<file path="src/rtl/vector_player.sv">
module vector_player #(
  parameter int CLK_HZ      = 100_000_000,
  parameter int TICK_HZ     = 100_000,
  parameter int FRAME_TICKS = 10,
  parameter int STAMP_W     = 32,
  parameter int FRAME_W     = 32,
  parameter int DEPTH       = 16
) (
  input  logic               clk,
  input  logic               rst_n,
  input  logic               start,
  input  logic               in_valid,
  input  logic [STAMP_W-1:0] in_stamp,
  input  logic [FRAME_W-1:0] in_frame,
  output logic               in_ready,
  output logic               out_valid,
  output logic [FRAME_W-1:0] out_frame,
  output logic [STAMP_W-1:0] tick_now,
  output logic               running,
  output logic               late_err,
  output logic               underrun
);
  localparam int DIV     = CLK_HZ / TICK_HZ;
  localparam int DIV_W   = (DIV > 1) ? $clog2(DIV) : 1;
  localparam int AW      = (DEPTH > 1) ? $clog2(DEPTH) : 1;
  localparam int ENTRY_W = STAMP_W + FRAME_W;

  logic [ENTRY_W-1:0] mem [DEPTH];
  logic [AW-1:0]      wr_ptr, rd_ptr;
  logic [AW:0]        cnt_q;
  logic [DIV_W-1:0]   div_q;
  logic [STAMP_W-1:0] tick_q, prev_tick;
  logic               have_prev;

  logic               empty, push, fire, div_last, due, past, close;
  logic [STAMP_W-1:0] head_stamp;
  logic [FRAME_W-1:0] head_frame;

  assign empty      = (cnt_q == '0);
  assign in_ready   = (cnt_q != (AW+1)'(DEPTH));
  assign push       = in_valid && in_ready;
  assign head_stamp = mem[rd_ptr][ENTRY_W-1:FRAME_W];
  assign head_frame = mem[rd_ptr][FRAME_W-1:0];
  assign div_last   = (div_q == DIV_W'(DIV - 1));

  assign due   = head_stamp <= tick_q;
  assign past  = head_stamp < tick_q;
  assign close = have_prev &&
                 ({1'b0, head_stamp} < ({1'b0, prev_tick} + (STAMP_W+1)'(FRAME_TICKS)));
  assign fire  = running && !empty && (due || close);

  assign tick_now = tick_q;

  always_ff @(posedge clk) begin
    if (push) mem[wr_ptr] <= {in_stamp, in_frame};
  end

  always_ff @(posedge clk) begin
    if (!rst_n) begin
      wr_ptr <= '0;
      rd_ptr <= '0;
      cnt_q  <= '0;
    end else begin
      if (push) wr_ptr <= (wr_ptr == AW'(DEPTH - 1)) ? '0 : wr_ptr + 1'b1;
      if (fire) rd_ptr <= (rd_ptr == AW'(DEPTH - 1)) ? '0 : rd_ptr + 1'b1;
      if (push && !fire)      cnt_q <= cnt_q + 1'b1;
      else if (fire && !push) cnt_q <= cnt_q - 1'b1;
    end
  end

  always_ff @(posedge clk) begin
    if (!rst_n) begin
      running <= 1'b0;
      div_q   <= '0;
      tick_q  <= '0;
    end else if (start) begin
      running <= 1'b1;
      div_q   <= '0;
      tick_q  <= '0;
    end else if (running) begin
      div_q <= div_last ? '0 : div_q + 1'b1;
      if (div_last) tick_q <= tick_q + 1'b1;
    end
  end

  always_ff @(posedge clk) begin
    if (!rst_n) begin
      have_prev <= 1'b0;
      prev_tick <= '0;
      late_err  <= 1'b0;
      underrun  <= 1'b0;
    end else if (start) begin
      have_prev <= 1'b0;
      late_err  <= 1'b0;
      underrun  <= 1'b0;
    end else begin
      if (fire) begin
        have_prev <= 1'b1;
        prev_tick <= tick_q;
      end
      if (fire && (past || close)) late_err <= 1'b1;
      if (running && empty)        underrun <= 1'b1;
    end
  end

  always_ff @(posedge clk) begin
    if (!rst_n) begin
      out_valid <= 1'b0;
      out_frame <= '0;
    end else begin
      out_valid <= fire;
      if (fire) out_frame <= head_frame;
    end
  end
endmodule

</file>
<file path="config.mk">
export PLATFORM = sky130hd
export DESIGN_NAME = vector_player
export DESIGN_NICKNAME = d
export VERILOG_FILES = /design/src/rtl/vector_player.sv
export SDC_FILE = /design/constraint.sdc
export NUM_CORES = 1
export LEC_CHECK = 0
export CAP_MARGIN = 25
export CORE_MARGIN = 4
export CORE_UTILIZATION = 30
export CTS_CLUSTER_SIZE = 12
export DETAILED_ROUTE_END_ITERATION = 10
export MAX_ROUTING_LAYER = met4
export PLACE_DENSITY = 0.5
export SLEW_MARGIN = 20
export SYNTH_ARGS = -nofsm -noshare
export SYNTH_HDL_FRONTEND = slang
export SYNTH_SLANG_ARGS = --single-unit
</file>
<file path="constraint.sdc">
create_clock -name clk -period 14.55 [get_ports clk]
set_clock_uncertainty 0.15 [all_clocks]
set_input_delay 1.455 -clock clk [delete_from_list [all_inputs] [get_ports clk]]
set_output_delay 1.455 -clock clk [all_outputs]
set_load 0.01 [all_outputs]
</file>
==> flow_summary.toml <==
[outcome]
status = "complete, no violations"

[clock_network]
insertion_delay_ns = 0.73
cts_max_level = 3
hold_buffers = 0
cts_tree = "built"
clk_pin_slew_ns = 0.06
cts_max_path_buffers = 3
cts_inserted_buffers = 115
cts_setup_buffers = 0
ctsResizeCount = 0
clock_sinks = 1152
clockRootBuffer = "clkbuf_16"

[die]
core_area_sq_um = 150300
rows = 142
die-area_sq_um = 157900
ios = 137
die_w_um = 397.3
start_util_pct = 30.25
die_h_um = 397.3

[sta]
tns_ns = 0
rsz0062_at_grt = "no"
layout_min_cycle_time_ns = 7.478
slew_viol_final = 0
setup_viol = 0
max_freq_mhz = 133.7
maxSlewHeadroom_pct = 29.52
worst_slack_ns = 7.072
worst_slew_pin_slew_ns = 1.057
hold_viol_final = 0
timing.final.crit_share_pct = 51.40

[yosys]
synth-simple-area-share_pct = 3.731
syn_area_sq_um = 45470
synthAdderAreaFrac_pct = 2.108
synth_top_area_share_pct = 67.63
seq_area_frac_synth_pct = 73.26
avgSynthCellArea_sq_um = 19.95
synth_top_family_by_area = "multiplexers"
synth-edff-count = 1024
synth.largest_area_cell = "edfxtp_1"
yosys_warnings = 0
synthCells = 2279
synth_xor_area_share_pct = 1.425
ys_top_cells_by_area = "edfxtp_1, mux4_2, dfxtp_1"
postSynth.asyncResetShare_pct = 0
synthFlopType = "edfxtp_1"
synth-seq-cells = 1152
synth_compound_area_share_pct = 2.069
synth_nets = 2423
ys_types = 62
synth_mux_area_share_pct = 15.94

[critical_path]
critPathLaunchType = "register"
worstPathArrival_ns = 7.98
r2r_end = "cnt_q[4]"
crit_path_end_kind = "register"
path_class = "reg -> reg"
reg2regPathDepth = 19
crit_required_ns = 15.05
rrSetupSlack_ns = 7.07
cp_max_fo = 78

[finish]
finalInstanceArea_sq_um = 53090
mostFrequentLayoutCells = "edfxtp_1, mux4_2, clkdlybuf4s50_1, dfxtp_1, clkbuf_16"
layout_commonest_cell = "edfxtp_1"
fill_cells = 14050
drive_above_1_share_pct = 21.47
area_delta_synth_final_pct = 16.77
multiInputGateArea_sq_um = 11610
regArea_sq_um = 33330
layout.nets = 2611

[routing]
drt_wl_total_um = 115700
drtPass1Iterations = 5
drtIter0Drc = 1862
ant_nets = 0
drc = 0
vias = 22640
wl_per_cell_um = 25.15
via_per_inst = 4.921

[flow_run]
maxCapViolCount = 0

[pwr]
power_density_nw_per_um2 = 142.2
ir_worst_vdd_v = 0.0001124
leakage_uw = 0.01580

[worst_hold_path]
hold_path.class = "reg -> reg"
hold_depth = 2
hold_start = "late_err"
whs_endpoint = "late_err"

[placed_design]
place.gp.congestion = 0.8109
port_buffers = 136
place_hpwl_um = 62640
dpl_cell_area_sq_um = 49350
place_ws_ns = 7.074

[global_route]
grt-ovfl-total = 0
grt_pass1_vias = 23870
antenna_found_initial = 27
grt_pass1_wl_um = 167800
grt_max_degree = 145
grt_use_total_pct = 15.00
-- synthesized netlist by cell type (7+ instances only) --
master / instances
nor3_1: 10
dfxtp_1: 128
xor2_1: 27
nand2_1: 86
nor2_1: 88
edfxtp_1: 1024
nand4_1: 26
xnor2_1: 47
a21oi_1: 42
and3_1: 7
buf_1: 14
nand2b_1: 7
o21ai_0: 49
buf_2: 26
nand3_1: 88
o31ai_1: 33
mux4_2: 319
nor4_1: 8
ha_1: 75
inv_1: 41
clkbuf_1: 61
and4_1: 9
-- layer usage --
metal / GRT usage (%) / vias up / part of all wire [%]
met5: - / - / 0
met4: 3.737 / 0 / 2.0
met3: 3.303 / 169 / 5.9
met2: 24.19 / 617 / 49
met1: 19.37 / 12120 / 43
li1: - / 9727 / -
-- flip-flops by register name, indices dropped and copies added (netlist names), 4 cells and up, named ones only --
name       cells
wr_ptr         4
div_q         10
tick_now      32
prev_tick     32
mem         1024
rd_ptr         4
out_frame     32
cnt_q          5
-- where the power goes --
part	internal (uW)	leakage, uW	switching [uW]
logic	439	0.00378	496
clock network	1600	0.00174	1250
registers	3710	0.0103	55.2
-- worst max path at each step --
stage / endpoint / slack, ns / cells past startpoint
floorplan: mem[3][0] / 7.46 / 4
global placement: cnt_q[4] / 7.03 / 18
global route: cnt_q[4] / 6.64 / 19
finish: cnt_q[4] / 7.07 / 19
CTS: cnt_q[4] / 7.05 / 18
detailed placement: cnt_q[4] / 7.07 / 18
-- through the flow --
stage          hold slack (ns)  util, %  total power [uW]  std cells
3_5_place_dp            0.3025    32.83              4788       4363
6_report                0.3039    35.32              7552       4600
4_1_cts                 0.3120    35.25              7657       4579
2_1_floorplan           0.3087        -              4461       2279
3_3_place_gp            0.2864    32.82              4759       4362
5_1_grt                 0.3410    35.32              7878       4598
-- final cells by class --
cell class	count	share of cell area, %
Inverter	43	0.3040
Tap cell	2016	4.751
Multi-Input combinational cell	973	21.86
Clock inverter	23	0.4784
Antenna cell	18	0.08484
Timing Repair Buffer	182	3.372
Sequential cell	1152	62.77
Clock buffer	193	6.377
-- cell families after synthesis --
group	count (synthesis)
DFF	1152
and+or+nand+nor	352
muxes	325
buffers and inverters	154
AOI/OAI and AO/OA	146
adders and majority gates	76
xor gates and xnor gates	74
-- worst max-delay path: stages (launching register included) --
cell and delay (ns):
dfxtp_4 0.97, buf_12 0.40, buf_16 0.48, mux4_2 0.60
mux4_2 0.58, ha_1 0.35, nand4_1 0.15, nor4_1 0.66
nand4_1 0.27, nand2b_1 0.13, a21oi_1 0.16, o31ai_4 0.68
ha_1 0.32, inv_1 0.11, fa_1 0.42, a21o_1 0.18
a21oi_1 0.18, xnor2_1 0.09, or3_1 0.30, a21oi_1 0.14
(Power assumes the default switching activity.)
